===== src/rtl/spireg_pkg.sv =====
package spireg_pkg;
    localparam int unsigned BYTE_W = 8;
    localparam int unsigned SET_W  = 2 * BYTE_W;
    localparam int unsigned IDX_W  = 2;

    localparam logic [6:0] RA_ADDR = 7'h00;
    localparam logic [6:0] RA_DATA = 7'h01;
    localparam logic [6:0] RA_CTRL = 7'h02;
    localparam logic [6:0] RA_DRVH = 7'h03;
    localparam logic [6:0] RA_DRVL = 7'h04;
    localparam logic [6:0] RA_THRH = 7'h05;
    localparam logic [6:0] RA_THRL = 7'h06;
    localparam logic [6:0] RA_SDLY = 7'h07;

    localparam int unsigned CB_RD  = 0;
    localparam int unsigned CB_WR  = 1;
    localparam int unsigned CB_POT = 2;
endpackage


===== src/rtl/spireg_sync.sv =====
module spireg_sync #(
    parameter int unsigned WIDTH  = 3,
    parameter int unsigned STAGES = 2,
    parameter logic [WIDTH-1:0] RESET_VAL = '0
) (
    input  logic             clk,
    input  logic             rst_n,
    input  logic [WIDTH-1:0] din,
    output logic [WIDTH-1:0] dout
);
    localparam int unsigned CHAIN_W = WIDTH * STAGES;

    logic [CHAIN_W-1:0] chain_d, chain_q;

    always_comb begin
        chain_d = {chain_q[CHAIN_W-WIDTH-1:0], din};
    end

    always_ff @(posedge clk or negedge rst_n) begin
        if (!rst_n) chain_q <= {STAGES{RESET_VAL}};
        else        chain_q <= chain_d;
    end

    assign dout = chain_q[CHAIN_W-1 -: WIDTH];
endmodule


===== src/rtl/spireg_shift.sv =====
module spireg_shift
    import spireg_pkg::*;
(
    input  logic              clk,
    input  logic              rst_n,
    input  logic              sclk_s,
    input  logic              csn_s,
    input  logic              mosi_s,
    input  logic              load,
    input  logic [BYTE_W-1:0] load_byte,
    output logic [BYTE_W-1:0] rx_byte,
    output logic              rx_valid,
    output logic [IDX_W-1:0]  rx_idx,
    output logic              miso_bit,
    output logic              cs_active
);
    localparam int unsigned CNT_W = $clog2(BYTE_W);
    localparam logic [CNT_W-1:0] LAST_BIT = CNT_W'(BYTE_W - 1);
    localparam logic [IDX_W-1:0] IDX_SAT  = {IDX_W{1'b1}};

    typedef struct packed {
        logic              sclk_prev;
        logic [CNT_W-1:0]  bitcnt;
        logic [BYTE_W-1:0] shreg;
        logic [BYTE_W-1:0] rx_byte;
        logic              rx_valid;
        logic [IDX_W-1:0]  rx_idx;
        logic [IDX_W-1:0]  nbyte;
        logic [BYTE_W-1:0] tx;
    } shift_t;

    shift_t d, q;

    always_comb begin
        d = q;
        d.rx_valid  = 1'b0;
        d.sclk_prev = sclk_s;
        if (csn_s) begin
            d.bitcnt = '0;
            d.nbyte  = '0;
            d.tx     = '0;
        end else begin
            if (sclk_s && !q.sclk_prev) begin
                d.shreg  = {q.shreg[BYTE_W-2:0], mosi_s};
                d.bitcnt = q.bitcnt + 1'b1;
                d.tx     = {q.tx[BYTE_W-2:0], 1'b0};
                if (q.bitcnt == LAST_BIT) begin
                    d.rx_byte  = {q.shreg[BYTE_W-2:0], mosi_s};
                    d.rx_valid = 1'b1;
                    d.rx_idx   = q.nbyte;
                    if (q.nbyte != IDX_SAT) d.nbyte = q.nbyte + 1'b1;
                end
            end
            if (load) d.tx = load_byte;
        end
    end

    always_ff @(posedge clk or negedge rst_n) begin
        if (!rst_n) q <= '0;
        else        q <= d;
    end

    assign rx_byte   = q.rx_byte;
    assign rx_valid  = q.rx_valid;
    assign rx_idx    = q.rx_idx;
    assign miso_bit  = q.tx[BYTE_W-1];
    assign cs_active = !csn_s;


    rx_pulse_chk: assert property (@(posedge clk) disable iff (!rst_n)
        rx_valid |=> !rx_valid);


    cs_idle_chk: assert property (@(posedge clk) disable iff (!rst_n)
        csn_s |=> !rx_valid);
endmodule


===== src/rtl/spireg_regs.sv =====
module spireg_regs
    import spireg_pkg::*;
(
    input  logic              clk,
    input  logic              rst_n,
    input  logic [BYTE_W-1:0] rx_byte,
    input  logic              rx_valid,
    input  logic [IDX_W-1:0]  rx_idx,
    output logic              load,
    output logic [BYTE_W-1:0] load_byte,
    output logic              busy,
    output logic              mem_req,
    output logic              mem_we,
    output logic [BYTE_W-1:0] mem_addr,
    output logic [BYTE_W-1:0] mem_wdata,
    input  logic [BYTE_W-1:0] mem_rdata,
    input  logic              mem_done,
    output logic              pot_req,
    output logic [SET_W-1:0]  pot_drive,
    output logic [SET_W-1:0]  pot_thresh,
    input  logic              pot_done,
    output logic [BYTE_W-1:0] sense_delay
);
    typedef struct packed {
        logic [BYTE_W-1:0] hdr;
        logic [BYTE_W-1:0] addr;
        logic [BYTE_W-1:0] data;
        logic [BYTE_W-1:0] drvh;
        logic [BYTE_W-1:0] drvl;
        logic [BYTE_W-1:0] thrh;
        logic [BYTE_W-1:0] thrl;
        logic [BYTE_W-1:0] sdly;
        logic              mreq;
        logic              mwe;
        logic [BYTE_W-1:0] maddr;
        logic [BYTE_W-1:0] mwdata;
        logic              preq;
        logic [SET_W-1:0]  pdrv;
        logic [SET_W-1:0]  pthr;
        logic              load;
        logic [BYTE_W-1:0] load_byte;
    } regs_t;

    regs_t d, q;

    function automatic logic [BYTE_W-1:0] rd_mux(input logic [6:0] a, input regs_t s);
        case (a)
            RA_ADDR: rd_mux = s.addr;
            RA_DATA: rd_mux = s.data;
            RA_DRVH: rd_mux = s.drvh;
            RA_DRVL: rd_mux = s.drvl;
            RA_THRH: rd_mux = s.thrh;
            RA_THRL: rd_mux = s.thrl;
            RA_SDLY: rd_mux = s.sdly;
            default: rd_mux = '0;
        endcase
    endfunction

    logic hdr_byte, val_byte, idle;

    always_comb begin
        hdr_byte = rx_valid && (rx_idx == IDX_W'(0));
        val_byte = rx_valid && (rx_idx == IDX_W'(1)) && q.hdr[BYTE_W-1];
        idle     = !q.mreq && !q.preq;
        d = q;
        d.load = 1'b0;
        if (hdr_byte) begin
            d.hdr = rx_byte;
            if (!rx_byte[BYTE_W-1]) begin
                d.load      = 1'b1;
                d.load_byte = rd_mux(rx_byte[6:0], q);
            end
        end
        if (q.mreq && mem_done) begin
            d.mreq = 1'b0;
            if (!q.mwe) d.data = mem_rdata;
        end
        if (q.preq && pot_done) d.preq = 1'b0;
        if (val_byte) begin
            case (q.hdr[6:0])
                RA_ADDR: d.addr = rx_byte;
                RA_DATA: d.data = rx_byte;
                RA_DRVH: d.drvh = rx_byte;
                RA_DRVL: d.drvl = rx_byte;
                RA_THRH: d.thrh = rx_byte;
                RA_THRL: d.thrl = rx_byte;
                RA_SDLY: d.sdly = rx_byte;
                RA_CTRL: begin
                    if (idle) begin
                        if (rx_byte[CB_WR]) begin
                            d.mreq   = 1'b1;
                            d.mwe    = 1'b1;
                            d.maddr  = q.addr;
                            d.mwdata = q.data;
                        end else if (rx_byte[CB_RD]) begin
                            d.mreq  = 1'b1;
                            d.mwe   = 1'b0;
                            d.maddr = q.addr;
                        end else if (rx_byte[CB_POT]) begin
                            d.preq = 1'b1;
                            d.pdrv = {q.drvh, q.drvl};
                            d.pthr = {q.thrh, q.thrl};
                        end
                    end
                end
                default: ;
            endcase
        end
    end

    always_ff @(posedge clk or negedge rst_n) begin
        if (!rst_n) q <= '0;
        else        q <= d;
    end

    assign load        = q.load;
    assign load_byte   = q.load_byte;
    assign busy        = q.mreq;
    assign mem_req     = q.mreq;
    assign mem_we      = q.mwe;
    assign mem_addr    = q.maddr;
    assign mem_wdata   = q.mwdata;
    assign pot_req     = q.preq;
    assign pot_drive   = q.pdrv;
    assign pot_thresh  = q.pthr;
    assign sense_delay = q.sdly;


    mem_hold_chk: assert property (@(posedge clk) disable iff (!rst_n)
        (mem_req && !mem_done) |=> (mem_req && $stable(mem_we) && $stable(mem_addr) && $stable(mem_wdata)));


    rd_capture_chk: assert property (@(posedge clk) disable iff (!rst_n)
        (mem_req && !mem_we && mem_done) |=> (q.data == $past(mem_rdata)));


    no_overlap_chk: assert property (@(posedge clk) disable iff (!rst_n)
        $rose(mem_req) |-> $past(!pot_req));


    pot_hold_chk: assert property (@(posedge clk) disable iff (!rst_n)
        (pot_req && !pot_done) |=> (pot_req && $stable(pot_drive) && $stable(pot_thresh)));
endmodule


===== src/rtl/spireg_slave.sv =====
module spireg_slave
    import spireg_pkg::*;
#(
    parameter int unsigned SYNC_STAGES = 2
) (
    input  logic              clk,
    input  logic              rst_n,
    input  logic              sclk,
    input  logic              csn,
    input  logic              mosi,
    output logic              miso,
    output logic              mem_req,
    output logic              mem_we,
    output logic [BYTE_W-1:0] mem_addr,
    output logic [BYTE_W-1:0] mem_wdata,
    input  logic [BYTE_W-1:0] mem_rdata,
    input  logic              mem_done,
    output logic              pot_req,
    output logic [SET_W-1:0]  pot_drive,
    output logic [SET_W-1:0]  pot_thresh,
    input  logic              pot_done,
    output logic [BYTE_W-1:0] sense_delay
);
    logic              csn_s, sclk_s, mosi_s;
    logic              load, rx_valid, miso_bit, cs_active, busy;
    logic [BYTE_W-1:0] load_byte, rx_byte;
    logic [IDX_W-1:0]  rx_idx;

    spireg_sync #(
        .WIDTH(3),
        .STAGES(SYNC_STAGES),
        .RESET_VAL(3'b100)
    ) u_sync (
        .clk  (clk),
        .rst_n(rst_n),
        .din  ({csn, sclk, mosi}),
        .dout ({csn_s, sclk_s, mosi_s})
    );

    spireg_shift u_shift (
        .clk      (clk),
        .rst_n    (rst_n),
        .sclk_s   (sclk_s),
        .csn_s    (csn_s),
        .mosi_s   (mosi_s),
        .load     (load),
        .load_byte(load_byte),
        .rx_byte  (rx_byte),
        .rx_valid (rx_valid),
        .rx_idx   (rx_idx),
        .miso_bit (miso_bit),
        .cs_active(cs_active)
    );

    spireg_regs u_regs (
        .clk        (clk),
        .rst_n      (rst_n),
        .rx_byte    (rx_byte),
        .rx_valid   (rx_valid),
        .rx_idx     (rx_idx),
        .load       (load),
        .load_byte  (load_byte),
        .busy       (busy),
        .mem_req    (mem_req),
        .mem_we     (mem_we),
        .mem_addr   (mem_addr),
        .mem_wdata  (mem_wdata),
        .mem_rdata  (mem_rdata),
        .mem_done   (mem_done),
        .pot_req    (pot_req),
        .pot_drive  (pot_drive),
        .pot_thresh (pot_thresh),
        .pot_done   (pot_done),
        .sense_delay(sense_delay)
    );

    assign miso = cs_active ? miso_bit : busy;


    busy_pin_chk: assert property (@(posedge clk) disable iff (!rst_n)
        (csn_s && !mem_req) |-> !miso);
endmodule


===== config.mk =====
export PLATFORM = sky130hd
export DESIGN_NAME = spireg_slave
export DESIGN_NICKNAME = d
export VERILOG_FILES = /design/src/rtl/spireg_pkg.sv /design/src/rtl/spireg_sync.sv /design/src/rtl/spireg_shift.sv /design/src/rtl/spireg_regs.sv /design/src/rtl/spireg_slave.sv
export SDC_FILE = /design/constraint.sdc
export NUM_CORES = 1
export LEC_CHECK = 0
export BUFFER_PORTS_ARGS = -buffer_cell sky130_fd_sc_hd__buf_2
export CORE_ASPECT_RATIO = 1.2
export CORE_UTILIZATION = 24
export DETAILED_ROUTE_END_ITERATION = 12
export PLACE_DENSITY_LB_ADDON = 0.08
export SYNTH_ARGS = -nofsm -noshare
export SYNTH_HDL_FRONTEND = slang
export SYNTH_SLANG_ARGS = --single-unit

===== constraint.sdc =====
create_clock -name clk -period 1.8 [get_ports clk]
set_input_delay 0 -clock clk [delete_from_list [all_inputs] [get_ports clk]]
set_output_delay 0 -clock clk [all_outputs]
set_load 0.02 [all_outputs]

==> flow_summary.yaml <==
drt:
  drt-total-wl_mm: 19.6
  ant_nets: 0
  drc: 0
  vias: 4275
  vias_per_cell: 4.24
  wire_per_inst_um: 19.4
  detailedRoute.firstPassIterationCount: 4
  drt_iter0_markers: 193
power_and_ir_drop:
  ir_worst_vdd_v: 0.000590
  cellPowerDensity_nw_per_um2: 891
  totalPowerFinal_mw: 8.03
  p_leak_nw: 4.36
final_layout:
  nFillCells: 3035
  antenna_cells: 0
  design_area_um2: 9000
  layout_commonest_cell: "dfrtp_1"
  final_cell_mix: "160 x dfrtp_1, 113 x mux2_2, 73 x buf_2"
  area_growth_pct: 22.9
  final_nets: 625
  drive_above_1_share_pct: 50.9
yosys:
  avgSynthCellArea_um2: 13.6
  ys_types: 46
  ys_ff_latch: 162
  synth_edf_count: 0
  yosysSeqAreaShare_pct: 55.4
  ys_warn_count: 0
  synthesis.nets: 556
  netlist_instances: 538
  synthFlopType: "dfrtp_1"
  synth_area_um2: 7320
  synth-async-reset-ratio_pct: 100
hold_path:
  min_path_type: "input port to async pin"
sta:
  layout_min_cycle_time_ns: 1.91
  fin_skew_ns: 0.0126
  setup_viol: 71
  finalWorstSetupSlack_ns: -0.111
  max_freq_mhz: 523
  slew_viol_final: 0
  tightest_slew_ns: 0.536
  rsz0062_at_grt: "yes"
  slew_headroom_pct: 64.2
  hold_viol: 0
  fin_crit_sh_pct: 106
clock_network:
  clock-sinks: 162
  cts.path.max_buffers: 2
  tritoncts: "done"
  insertion_delay_ns: 0.43
  cts-root-buf: "clkbuf_16"
  numCtsBuffers: 17
  cts-htree-levels: 4
  clk_pin_slew_worst_paths_ns: 0.07
worst_setup_path:
  cp_max_fo: 8
  arrival_ns: 2.22
  crit_path_end_kind: "flop"
  slowest_delay_ns: 0.55
  r2r_slack_ns: -0.11
  cp_data_required_time_ns: 2.11
  path_buf_inv: 0
  crit_chain: "nor4_4 > nand2_2 > or4_4 > mux2_4"
  path_delay_family: "simple AND/OR/NAND/NOR gates"
  crit_type: "flop to flop"
  cpMaxStageDelayCell: "or4_4"
  startpoint_type: "flop"
global_route:
  grt_max_degree: 47
  grt_pass1_vias: 4794
  track_usage_pct: 13.4
  grt_pass1_wl_mm: 30.8
  antenna_found_initial: 0
  grt_overflow_total: 0
outcome:
  status: "complete, but fails checks"
  violations: "negative setup slack"
placement:
  routabilityCongestion: 0.761
  dp_hpwl_mm: 13.9
  dpl_worst_slack_ns: -0.140
  numPortBuffers: 74
  placed_area_um2: 8100
floorplanning:
  ios: 75
  dieArea_um2: 31200
  initial_core_util_pct: 24.6
  fp.dieW_um: 161
  die_h_um: 193
  core_area_um2: 29800
  rows: 69
flow_run:
  max-cap-violations: 0
==> synthesized netlist by cell type, drive strengths merged (5+ instances only) <==
cell type	number	area [um2]
o21ai	11	55.1
dfrtp	160	4000
nand3b	8	60.1
nand2	17	63.8
inv	6	22.5
mux2i	25	250
buf	69	492
nor2	17	71.3
nand3	9	45.0
o211ai	12	90.1
clkbuf	15	56.3
a22oi	5	37.5
mux2	140	1610
==> where the power goes <==
group | total [mW] | switching [mW] | internal [mW]
sequential | 3.82 | 0.0786 | 3.74
clock | 3.93 | 1.59 | 2.34
combinational | 0.276 | 0.135 | 0.141
total | 8.03 | 1.81 | 6.22
==> worst paths after layout <==
kind | from | end | depth (start not counted)
setup / recovery | u_regs.q[119]$_DFFE_PN0P_ | u_regs.q[86]$_DFFE_PN0P_ | 4
hold / removal | rst_n | u_sync.chain_q[1]$_DFF_PN0_ | 2
setup reg to reg | u_regs.q[119]$_DFFE_PN0P_ | u_regs.q[86]$_DFFE_PN0P_ | 4
hold reg to reg | u_sync.chain_q[0]$_DFF_PN0_ | u_sync.chain_q[3]$_DFF_PN0_ | 0
max in group asynchronous | rst_n | u_regs.q[117]$_DFFE_PN0P_ | 3
min in group clk | mosi | u_sync.chain_q[0]$_DFF_PN0_ | 2
==> layer usage <==
metal  part of all wire, %  up-vias  GRT usage, %
li1                      -     1985             -
met1                    47     2216          17.7
met2                    49       56          21.7
met3                   2.1       18          2.55
met4                   1.9        0          4.68
met5                     0        -             0
==> what timing repair did <==
| action | CTS | global route |
|---|---|---|
| setup endpoints to repair | 78 | 110 |
| resized for setup | 18 | 16 |
| pin swaps | 3 | 4 |
| hold buffers | 14 | 0 |
| setup buffers | 1 | 2 |
| hold endpoints to repair | 175 | 0 |
==> through the flow <==
step / utilization [%] / hold slack, ns / std cells / setup TNS [ns]
after floorplan: - / -0.296 / 538 / -0.00282
after global placement: 27.2 / -0.00709 / 962 / -1.31
after detailed placement: 27.2 / -0.00560 / 962 / -3.43
after CTS: 30.0 / 0.0991 / 1008 / -0.889
after global routing: 30.2 / 0.120 / 1009 / -9.45
final: 30.2 / 0.0897 / 1009 / -2.91
==> cells by family after synthesis <==
group	share of synthesized area [%]
AOI/OAI and AO/OA	3.62
adders and majority gates	0.513
xor gates and xnor gates	0.239
DFF	55.4
buffers and inverters	7.79
muxes	26.0
and+or+nand+nor	6.48
==> flip-flops by register name (all words and copies together), names as in the netlist, 16 cells and up <==
register,count
u_shift.q,20
u_regs.pot_thresh,16
u_regs.pot_drive,16
u_regs.q,56
==> cell type report <==
cell class / count / area (um2) / share of cell area, %
flip-flops and latches: 162 / 4060 / 45.1
inverters: 6 / 22.5 / 0.250
repair buffers: 134 / 1010 / 11.2
clock buffers: 17 / 425 / 4.73
well taps: 390 / 488 / 5.42
clock inverters: 14 / 204 / 2.27
multi-input cells: 286 / 2800 / 31.1
No activity file was read; power rests on OpenSTA's default activity.
